## src/rtl/blkio_pkg.sv

```systemverilog
package blkio_pkg;

  typedef enum logic [2:0] {
    S_IDLE   = 3'd0,
    S_IO_RD  = 3'd1,
    S_MEM_WR = 3'd2,
    S_MEM_RD = 3'd3,
    S_IO_WR  = 3'd4,
    S_PAUSE  = 3'd5
  } seq_state_t;

  // Lane mapping between a memory-side value and the I/O data lanes.
  // Word: high byte on the low lane, low byte on the high lane.
  // Byte: only the low lane carries data.
  function automatic logic [15:0] swap_lanes(input logic [15:0] d, input logic word);
    if (word) return {d[7:0], d[15:8]};
    return {8'h00, d[7:0]};
  endfunction

  function automatic logic [15:0] mem_side(input logic [15:0] d, input logic word);
    if (word) return d;
    return {8'h00, d[7:0]};
  endfunction

endpackage

```

## src/rtl/blkio_regs.sv

```systemverilog
module blkio_regs #(
  parameter int PORT_AW = 16,
  parameter int MEM_AW  = 16,
  parameter int CNT_W   = 16
) (
  input  logic               clk,
  input  logic               rst_n,
  input  logic               load,
  input  logic               elem_done,
  input  logic [PORT_AW-1:0] ld_port,
  input  logic [MEM_AW-1:0]  ld_mem,
  input  logic [CNT_W-1:0]   ld_count,
  input  logic               ld_word,
  input  logic               ld_dec,
  input  logic               ld_input,
  output logic [PORT_AW-1:0] port_q,
  output logic [MEM_AW-1:0]  mem_q,
  output logic [CNT_W-1:0]   count_q,
  output logic               word_q,
  output logic               dec_q,
  output logic               input_q,
  output logic               last_elem
);

  localparam logic [CNT_W-1:0] ONE = CNT_W'(1);

  function automatic logic [MEM_AW-1:0] next_addr(
    input logic [MEM_AW-1:0] a, input logic word, input logic dec);
    logic [MEM_AW-1:0] stride;
    stride = word ? MEM_AW'(2) : MEM_AW'(1);
    return dec ? a - stride : a + stride;
  endfunction

  assign last_elem = (count_q == ONE);

  always_ff @(posedge clk or negedge rst_n) begin
    if (!rst_n) begin
      port_q  <= '0;
      mem_q   <= '0;
      count_q <= '0;
      word_q  <= 1'b0;
      dec_q   <= 1'b0;
      input_q <= 1'b0;
    end else if (load) begin
      port_q  <= ld_port;
      mem_q   <= ld_mem;
      count_q <= ld_count;
      word_q  <= ld_word;
      dec_q   <= ld_dec;
      input_q <= ld_input;
    end else if (elem_done) begin
      mem_q   <= next_addr(mem_q, word_q, dec_q);
      count_q <= count_q - ONE;
    end
  end

endmodule

```

## src/rtl/blkio_lane.sv

```systemverilog
module blkio_lane
  import blkio_pkg::*;
(
  input  logic        clk,
  input  logic        rst_n,
  input  logic        word,
  input  logic        take_io,
  input  logic        take_mem,
  input  logic [15:0] io_rdata,
  input  logic [15:0] mem_rdata,
  output logic [15:0] io_wdata,
  output logic [15:0] mem_wdata
);

  logic [15:0] hold_q;

  always_ff @(posedge clk or negedge rst_n) begin
    if (!rst_n)        hold_q <= '0;
    else if (take_io)  hold_q <= swap_lanes(io_rdata, word);
    else if (take_mem) hold_q <= mem_side(mem_rdata, word);
  end

  assign mem_wdata = hold_q;
  assign io_wdata  = swap_lanes(hold_q, word);

endmodule

```

## src/rtl/blkio_ctrl.sv

```systemverilog
module blkio_ctrl
  import blkio_pkg::*;
(
  input  logic       clk,
  input  logic       rst_n,
  input  logic       start,
  input  logic       refuse,
  input  logic       zero_count,
  input  logic       st_input,
  input  logic       input_q,
  input  logic       last_elem,
  input  logic       irq_req,
  input  logic       resume,
  input  logic       io_ready,
  input  logic       mem_ready,
  output seq_state_t state,
  output logic       load,
  output logic       elem_done,
  output logic       take_io,
  output logic       take_mem,
  output logic       done,
  output logic       err
);

  seq_state_t nxt;
  logic accept, done_set;

  assign accept    = start && (state == S_IDLE);
  assign load      = accept && !refuse && !zero_count;
  assign take_io   = (state == S_IO_RD)  && io_ready;
  assign take_mem  = (state == S_MEM_RD) && mem_ready;
  assign elem_done = ((state == S_MEM_WR) && mem_ready) ||
                     ((state == S_IO_WR)  && io_ready);
  assign done_set  = (accept && !refuse && zero_count) || (elem_done && last_elem);

  always_comb begin
    nxt = state;
    unique case (state)
      S_IDLE:   if (load) nxt = st_input ? S_IO_RD : S_MEM_RD;
      S_IO_RD:  if (io_ready)  nxt = S_MEM_WR;
      S_MEM_RD: if (mem_ready) nxt = S_IO_WR;
      S_MEM_WR, S_IO_WR: begin
        if (elem_done) begin
          if (last_elem)    nxt = S_IDLE;
          else if (irq_req) nxt = S_PAUSE;
          else              nxt = input_q ? S_IO_RD : S_MEM_RD;
        end
      end
      S_PAUSE:  if (resume) nxt = input_q ? S_IO_RD : S_MEM_RD;
      default:  nxt = S_IDLE;
    endcase
  end

  always_ff @(posedge clk or negedge rst_n) begin
    if (!rst_n) begin
      state <= S_IDLE;
      done  <= 1'b0;
      err   <= 1'b0;
    end else begin
      state <= nxt;
      done  <= done_set;
      if (accept) err <= refuse;
    end
  end

endmodule

```

## src/rtl/blkio_seq.sv

```systemverilog
module blkio_seq
  import blkio_pkg::*;
#(
  parameter int PORT_AW = 16,
  parameter int MEM_AW  = 16,
  parameter int CNT_W   = 16,
  parameter logic [PORT_AW-1:0] ONCHIP_LO = 16'hFF00,
  parameter logic [PORT_AW-1:0] ONCHIP_HI = 16'hFFFF
) (
  input  logic               clk,
  input  logic               rst_n,
  input  logic               start,
  input  logic [PORT_AW-1:0] st_port,
  input  logic [MEM_AW-1:0]  st_mem,
  input  logic [CNT_W-1:0]   st_count,
  input  logic               st_word,
  input  logic               st_dec,
  input  logic               st_input,
  input  logic               bus_narrow,
  input  logic               irq_req,
  input  logic               resume,
  output logic               io_req,
  output logic               io_we,
  output logic               io_word,
  output logic [PORT_AW-1:0] io_addr,
  output logic [15:0]        io_wdata,
  input  logic [15:0]        io_rdata,
  input  logic               io_ready,
  output logic               mem_req,
  output logic               mem_we,
  output logic               mem_word,
  output logic [MEM_AW-1:0]  mem_addr,
  output logic [15:0]        mem_wdata,
  input  logic [15:0]        mem_rdata,
  input  logic               mem_ready,
  output logic               busy,
  output logic               paused,
  output logic               done,
  output logic               err,
  output logic [MEM_AW-1:0]  cur_mem,
  output logic [CNT_W-1:0]   cur_count
);

  seq_state_t state;
  logic load, elem_done, take_io, take_mem, last_elem;
  logic word_q, dec_q, input_q;
  logic refuse, onchip;
  logic [PORT_AW-1:0] port_q;

  assign onchip = (st_port >= ONCHIP_LO) && (st_port <= ONCHIP_HI);
  assign refuse = st_word && bus_narrow && !onchip;

  blkio_ctrl u_ctrl (
    .clk        (clk),
    .rst_n      (rst_n),
    .start      (start),
    .refuse     (refuse),
    .zero_count (st_count == '0),
    .st_input   (st_input),
    .input_q    (input_q),
    .last_elem  (last_elem),
    .irq_req    (irq_req),
    .resume     (resume),
    .io_ready   (io_ready),
    .mem_ready  (mem_ready),
    .state      (state),
    .load       (load),
    .elem_done  (elem_done),
    .take_io    (take_io),
    .take_mem   (take_mem),
    .done       (done),
    .err        (err)
  );

  blkio_regs #(.PORT_AW(PORT_AW), .MEM_AW(MEM_AW), .CNT_W(CNT_W)) u_regs (
    .clk       (clk),
    .rst_n     (rst_n),
    .load      (load),
    .elem_done (elem_done),
    .ld_port   (st_port),
    .ld_mem    (st_mem),
    .ld_count  (st_count),
    .ld_word   (st_word),
    .ld_dec    (st_dec),
    .ld_input  (st_input),
    .port_q    (port_q),
    .mem_q     (cur_mem),
    .count_q   (cur_count),
    .word_q    (word_q),
    .dec_q     (dec_q),
    .input_q   (input_q),
    .last_elem (last_elem)
  );

  blkio_lane u_lane (
    .clk       (clk),
    .rst_n     (rst_n),
    .word      (word_q),
    .take_io   (take_io),
    .take_mem  (take_mem),
    .io_rdata  (io_rdata),
    .mem_rdata (mem_rdata),
    .io_wdata  (io_wdata),
    .mem_wdata (mem_wdata)
  );

  assign io_req   = (state == S_IO_RD)  || (state == S_IO_WR);
  assign io_we    = (state == S_IO_WR);
  assign io_word  = word_q;
  assign io_addr  = port_q;
  assign mem_req  = (state == S_MEM_RD) || (state == S_MEM_WR);
  assign mem_we   = (state == S_MEM_WR);
  assign mem_word = word_q;
  assign mem_addr = cur_mem;
  assign busy     = (state != S_IDLE);
  assign paused   = (state == S_PAUSE);

  logic unused_dec;
  assign unused_dec = dec_q;

endmodule

```

## config.mk

```make
export PLATFORM = sky130hd
export DESIGN_NAME = blkio_seq
export DESIGN_NICKNAME = d
export VERILOG_FILES = /design/src/rtl/blkio_pkg.sv /design/src/rtl/blkio_regs.sv /design/src/rtl/blkio_lane.sv /design/src/rtl/blkio_ctrl.sv /design/src/rtl/blkio_seq.sv
export SDC_FILE = /design/constraint.sdc
export NUM_CORES = 1
export LEC_CHECK = 0
export BUFFER_PORTS_ARGS = -buffer_cell sky130_fd_sc_hd__buf_2
export CAP_MARGIN = 0
export CORE_MARGIN = 2
export CORE_UTILIZATION = 44
export CTS_CLUSTER_DIAMETER = 80
export DETAILED_ROUTE_END_ITERATION = 7
export GPL_ROUTABILITY_DRIVEN = 0
export HOLD_SLACK_MARGIN = 0.15
export MAX_ROUTING_LAYER = met4
export PLACE_DENSITY = 0.78
export SLEW_MARGIN = 20
export SYNTH_ARGS = -nofsm -noshare
export SYNTH_HDL_FRONTEND = slang
export SYNTH_SLANG_ARGS = --single-unit
```

## constraint.sdc

```tcl
create_clock -name clk -period 2.9 [get_ports clk]
set_input_delay 0.29 -clock clk [delete_from_list [all_inputs] [get_ports clk]]
set_output_delay 0.29 -clock clk [all_outputs]
set_load 0.01 [all_outputs]
```

==> results of run 1 <==
[per-layer routing]
metal	vias up	routed length, µm	global-route usage
met4	0	112	0.04887
met3	11	977	0.04660
met1	2212	5720	0.3049
met2	181	6687	0.4245
met5	-	0	-
li1	2264	-	-
[power by group]
group | leakage, nW | internal (mW) | switching (mW) | total (mW)
logic | 2.03 | 1.79 | 2.34 | 4.13
clock network | 0.0992 | 0.377 | 0.373 | 0.750
registers | 0.904 | 1.49 | 0.517 | 2.01
total | 3.03 | 3.65 | 3.23 | 6.89
[synthesized netlist by cell type, types with 2 or more instances]
library cell,number,area (µm²)
a211o_1,2,17.52
a21o_1,7,52.55
a21oi_1,17,85.08
a221o_1,9,90.09
a221oi_1,2,17.52
a221oi_2,2,30.03
a22oi_1,11,82.58
a31oi_1,4,25.02
and2_1,9,56.30
and3_1,2,12.51
and4_1,2,17.52
buf_1,2,7.510
buf_2,10,50.05
buf_4,17,127.6
clkbuf_1,17,63.81
dfrtp_1,72,1802
ha_1,17,212.7
inv_1,12,45.04
mux2_2,8,90.09
mux2i_1,17,170.2
nand2_1,110,412.9
nand3_1,11,55.05
nand3b_1,5,37.54
nand4_1,6,37.54
nor2_1,26,97.59
nor2_2,2,12.51
nor2b_1,4,25.02
nor3_1,13,65.06
nor3_2,2,20.02
nor4_1,6,37.54
o211ai_1,7,52.55
o21a_1,3,22.52
o21ai_0,43,215.2
o21bai_1,2,15.01
o311ai_0,5,43.79
o31ai_1,11,82.58
or3_1,3,18.77
xnor2_1,6,52.55
xor2_1,9,78.83
[worst min path at each step]
stage	startpoint	end	slack, ns	cells past startpoint
6_report	st_port[9]	u_regs.port_q[9]	0.17	3
5_1_grt	st_mem[15]	u_regs.mem_q[15]	0.16	3
3_5_place_dp	u_regs.port_q[6]	u_regs.port_q[6]	0.47	2
4_1_cts	st_port[10]	u_regs.port_q[10]	0.15	3
2_1_floorplan	rst_n	u_ctrl.done	-0.006	0
3_3_place_gp	u_regs.port_q[10]	u_regs.port_q[10]	0.45	2
[state kept, by name, indices dropped and copies added (netlist names), 3 cells and up]
name and flops:
u_ctrl.state 3, u_regs.port_q 16, u_lane.mem_wdata 16, u_regs.mem_q 16, u_regs.count_q 16
[through the flow]
| step | setup WS (ns) | total power [mW] |
|---|---|---|
| 2_1_floorplan | 0.06124 | 4.787 |
| 3_3_place_gp | 0.4623 | 5.986 |
| 3_5_place_dp | 0.2778 | 6.127 |
| 4_1_cts | 0.2491 | 6.919 |
| 5_1_grt | 0.08864 | 7.487 |
| 6_report | 0.2403 | 6.885 |
[kinds of logic (layout without fill, tap and decap cells)]
kind of cell    after synthesis  in the layout  share of synthesized area
simple gates                207            207                     0.2106
compound gates              134            134                     0.1978
flops                        72             72                     0.3918
buf+inv                      58            252                    0.06395
mux                          25             25                    0.05660
fa+ha+maj                    18             18                    0.05061
xor+xnor                     15             15                    0.02857
[area by class of cell]
| type | count | area [µm²] | share of cell area |
|---|---|---|---|
| timing repair buffer | 224 | 1224 | 0.2062 |
| multi-input combinational | 399 | 2510 | 0.4229 |
| sequential | 72 | 1802 | 0.3036 |
| inverter | 12 | 45.04 | 0.007590 |
| clock buffer | 13 | 168.9 | 0.02846 |
| tap | 136 | 170.2 | 0.02867 |
| clock inverter | 3 | 15.01 | 0.002530 |
[worst min-delay path, stage by stage]
cell and delay, ns:
buf_2 0.08, nand2_1 0.04, nand2_1 0.06
[cells in the final DEF, fill, tap and decap left out, drive strengths merged, types with 7 or more instances in the layout]
master	n
xor2	9
ha	17
o21ai	43
o211ai	7
clkbuf	13
dlygate4sd3	12
mux2	8
o31ai	11
and2	9
buf	212
nor2	28
nand2	110
a22oi	11
inv	12
dfrtp	72
nand3	12
a21oi	17
a221o	9
a21o	7
nor3	15
mux2i	17
==> results.json, run 1 <==
{
  "fin_nets": 827,
  "gr-total-overflow": 0,
  "startpoint": "u_regs.dec_q",
  "netlist_instances": 529,
  "cts_resized": 0,
  "endpoint": "u_regs.mem_q[14]",
  "path_max_fanout": 19,
  "syn_area_um2": 4598,
  "gr-usage-all-layers": 0.2467,
  "r2r_cells": 7,
  "dr.first_iter.drc_count": 270,
  "hold_violations": 0,
  "syn_nets": 638,
  "dp.cells": 831,
  "cts_tree": "done",
  "period_minus_slack_ns": 2.660,
  "vias": 4668,
  "syn_to_final_growth_pct": 29.06,
  "num_rows": 37,
  "yosys.cell_types.count": 55,
  "vias_per_cell": 5.434,
  "crit_family": "compound AO/OA/AOI/OAI gates",
  "yosys_warnings": 0,
  "wl_um": 13500,
  "cp_slowest_stage_delay_ns": 0.75,
  "finalSetupViolCount": 0,
  "final_antenna_net_count": 0,
  "dieArea_um2": 11280,
  "status": "finished, final reports clean",
  "arrival_ns": 2.89,
  "first_pass_iters": 5,
  "timing.fmax_mhz": 376.0,
  "power.leakage_nw": 3.034,
  "final_cells": 859,
  "required_ns": 3.13,
  "utilization": 0.5800,
  "crit_type": "reg -> reg",
  "fillers": 939,
  "r2r_end": "u_regs.mem_q[14]",
  "critPathSlowestCell": "dfrtp_1",
  "coreArea_um2": 10230,
  "cts.sinks": 72,
  "startpoint_type": "flip-flop",
  "r2r_slack_ns": 0.24,
  "cp_num_buf_inv": 0,
  "drc": 0,
  "postSynthAreaPerCell_um2": 8.692,
  "grt_max_degree": 73,
  "die_x_um": 106.2,
  "grt_pass1_vias": 4502,
  "post_dp_cell_area_um2": 5630,
  "regToRegStartpoint": "u_regs.dec_q",
  "cp_cell_sequence": "ha_1, a211o_1, a31oi_1, o21ai_0, o31ai_1, xor2_1, o21ai_0",
  "numPortBuffers": 196,
  "maxCapViolCount": 0,
  "peakVddDrop_uv": 659.2,
  "boundaryPins": 197,
  "async_flop_share": 1.000,
  "clock-skew-final_ns": 0.007220,
  "powerDensity_nw_per_um2": 1160,
  "synth_edf_count": 0,
  "holdBufCountCts": 12,
  "drv_slew": 0,
  "drive_gt1_frac": 0.3430,
  "hold_slack_ns": 0.1663,
  "dp_hpwl_um": 10050,
  "routedWlPerCell_um": 15.71,
  "initial_core_util": 0.4494,
  "fin_area_um2": 5934,
  "postCtsSetupBuffers": 0,
  "grt_antenna_before_repair": 0,
  "die_y_um": 106.2,
  "rsz0062_at_grt": "no",
  "critPathMostFrequentCell": "o21ai_0",
  "fin_tns_setup_ns": 0,
  "clock_latency_ns": 0.35,
  "cts_buffers": 9,
  "cp.depth": 7,
  "diodes": 0,
  "slew_headroom": 0.3663,
  "post-route-period-util": 0.9172,
  "seq_area_frac_synth": 0.3918,
  "synthFlopType": "dfrtp_1",
  "cts_root_buffer": "clkbuf_8",
  "grt_pass1_wl_um": 21740,
  "ys_ff_latch": 72,
  "cp-end-kind": "flip-flop",
  "clk_pin_slew_worst_paths_ns": 0.08,
  "h-tree-depth": 3,
  "cts_buffer_depth": 2,
  "hold_class": "in -> reg",
  "worst_slew_pin_slew_ns": 0.9506
}
No activity file was read; power rests on OpenSTA's default activity.
==> inputs of run 2 (changes only) <==
--- a/config.mk
+++ b/config.mk
@@ -8,13 +8,14 @@
 export BUFFER_PORTS_ARGS = -buffer_cell sky130_fd_sc_hd__buf_2
 export CAP_MARGIN = 0
 export CORE_MARGIN = 2
-export CORE_UTILIZATION = 44
+export CORE_UTILIZATION = 45
+export CTS_BUF_LIST = sky130_fd_sc_hd__clkbuf_4 sky130_fd_sc_hd__clkbuf_8
 export CTS_CLUSTER_DIAMETER = 80
 export DETAILED_ROUTE_END_ITERATION = 7
 export GPL_ROUTABILITY_DRIVEN = 0
 export HOLD_SLACK_MARGIN = 0.15
 export MAX_ROUTING_LAYER = met4
-export PLACE_DENSITY = 0.78
+export PLACE_DENSITY = 0.79
 export SLEW_MARGIN = 20
 export SYNTH_ARGS = -nofsm -noshare
 export SYNTH_HDL_FRONTEND = slang
==> results.json, run 2 (synthesis results as in run 1) <==
{
  "worstHoldPathCells": 3,
  "path_max_fanout": 19,
  "clk_pin_slew_worst_paths_ns": 0.08,
  "cts_buffer_depth": 2,
  "gr-usage-all-layers": 0.2475,
  "min_to": "u_regs.port_q[10]",
  "multiInputGateArea_um2": 2510,
  "final_antenna_net_count": 0,
  "final_cell_mix": "195 x buf_2, 110 x nand2_1, 72 x dfrtp_1, 43 x o21ai_0, 26 x nor2_1",
  "first_pass_iters": 4,
  "grt_pass1_vias": 4490,
  "drive_gt1_frac": 0.3393,
  "grt_max_degree": 73,
  "dp_hpwl_um": 10030,
  "r2r_end": "u_regs.mem_q[8]",
  "post-route-period-util": 0.9063,
  "finalSetupViolCount": 0,
  "fin_tns_setup_ns": 0,
  "vias_per_cell": 5.484,
  "fillers": 852,
  "diodes": 0,
  "h-tree-depth": 3,
  "arrival_ns": 2.86,
  "gr-total-overflow": 0,
  "post_dp_cell_area_um2": 5604,
  "maxCapViolCount": 0,
  "period_minus_slack_ns": 2.628,
  "crit_type": "reg -> reg",
  "die_x_um": 105.1,
  "die_y_um": 105.1,
  "num_rows": 36,
  "routedWlPerCell_um": 15.89,
  "status": "finished, final reports clean",
  "power.leakage_nw": 3.049,
  "powerDensity_nw_per_um2": 1183,
  "cts_tree": "done",
  "wl_um": 13590,
  "cts_buffers": 9,
  "numPortBuffers": 196,
  "fin_area_um2": 5992,
  "initial_core_util": 0.4661,
  "worst_slew_pin_slew_ns": 0.9471,
  "drv_slew": 0,
  "hold_violations": 0,
  "dr.first_iter.drc_count": 240,
  "cp-end-kind": "flip-flop",
  "hold_start": "st_port[10]",
  "slew_headroom": 0.3686,
  "drc": 0,
  "r2r_slack_ns": 0.27,
  "r2r_cells": 8,
  "clock-skew-final_ns": 0.008374,
  "boundaryPins": 197,
  "dieArea_um2": 11040,
  "timing.fmax_mhz": 380.5,
  "startpoint_type": "flip-flop",
  "vias": 4689,
  "seqCellArea_um2": 1802,
  "clock_latency_ns": 0.33,
  "syn_to_final_growth_pct": 30.31,
  "regToRegStartpoint": "u_regs.dec_q",
  "required_ns": 3.13,
  "cts_root_buffer": "clkbuf_8",
  "grt_pass1_wl_um": 21710,
  "hold_class": "in -> reg",
  "fin_nets": 827,
  "rsz0062_at_grt": "no",
  "grt_antenna_before_repair": 0,
  "utilization": 0.6074,
  "cts.sinks": 72,
  "mostFrequentLayoutCell": "buf_2",
  "peakVddDrop_uv": 609.7,
  "coreArea_um2": 9864
}
## run 2: metal layers
| layer | global-route usage | up-vias | part of all wire | routed length [µm] |
|---|---|---|---|---|
| met5 | - | - | 0 | 0 |
| met4 | 0.06190 | 0 | 0.0071 | 97 |
| met3 | 0.03805 | 12 | 0.067 | 911 |
| met2 | 0.4258 | 192 | 0.50 | 6759 |
| met1 | 0.3052 | 2227 | 0.43 | 5819 |
| li1 | - | 2258 | - | - |
## run 2: metrics by stage
step	hold slack [ns]	power, mW	setup slack (ns)	std cells
after floorplan	-0.005591	4.787	0.06124	529
after global placement	0.4547	5.950	0.4687	825
after detailed placement	0.4610	6.106	0.3010	825
after CTS	0.1513	7.104	0.2874	855
after global routing	0.1693	7.654	0.03676	855
final	0.1751	7.088	0.2718	855
## run 2: final cells by class
| cell class | instances | share of cell area |
|---|---|---|
| multi-input combinational | 399 | 0.4189 |
| sequential | 72 | 0.3007 |
| timing repair buffer | 224 | 0.2055 |
| tap | 133 | 0.02777 |
| clock buffer | 10 | 0.02193 |
| clock inverter | 5 | 0.01775 |
| inverter | 12 | 0.007517 |
## run 2: report_power, final
| part | internal, mW | switching (mW) | leakage (nW) |
|---|---|---|---|
| logic | 1.77 | 2.32 | 2.03 |
| clock network | 0.579 | 0.386 | 0.116 |
| registers | 1.49 | 0.543 | 0.904 |
## run 2: what timing repair did
action                    in CTS  in global routing
gates resized for setup        0                  0
setup buffers                  0                  0
hold buffers                  15                  0
hold endpoints to repair      83                  0
## run 2: how the worst max path moves through the flow
stage                  startpoint  slack [ns]               end
finish               u_regs.dec_q        0.27   u_regs.mem_q[8]
global route         u_regs.dec_q        0.04   u_regs.mem_q[8]
CTS                  u_regs.dec_q        0.29   u_regs.mem_q[8]
detailed placement   u_regs.dec_q        0.30   u_regs.mem_q[8]
global placement     u_regs.dec_q        0.47  u_regs.mem_q[13]
floorplan           u_regs.word_q        0.06   u_regs.mem_q[8]
## run 2: critical path, stage by stage (launching register included)
cell and delay [ns]:
dfrtp_1 0.77, nand2_1 0.20, fa_1 0.45, nor2b_1 0.20
o2111ai_1 0.19, a21boi_0 0.26, o21a_1 0.16, nor3_1 0.05
o31ai_1 0.25
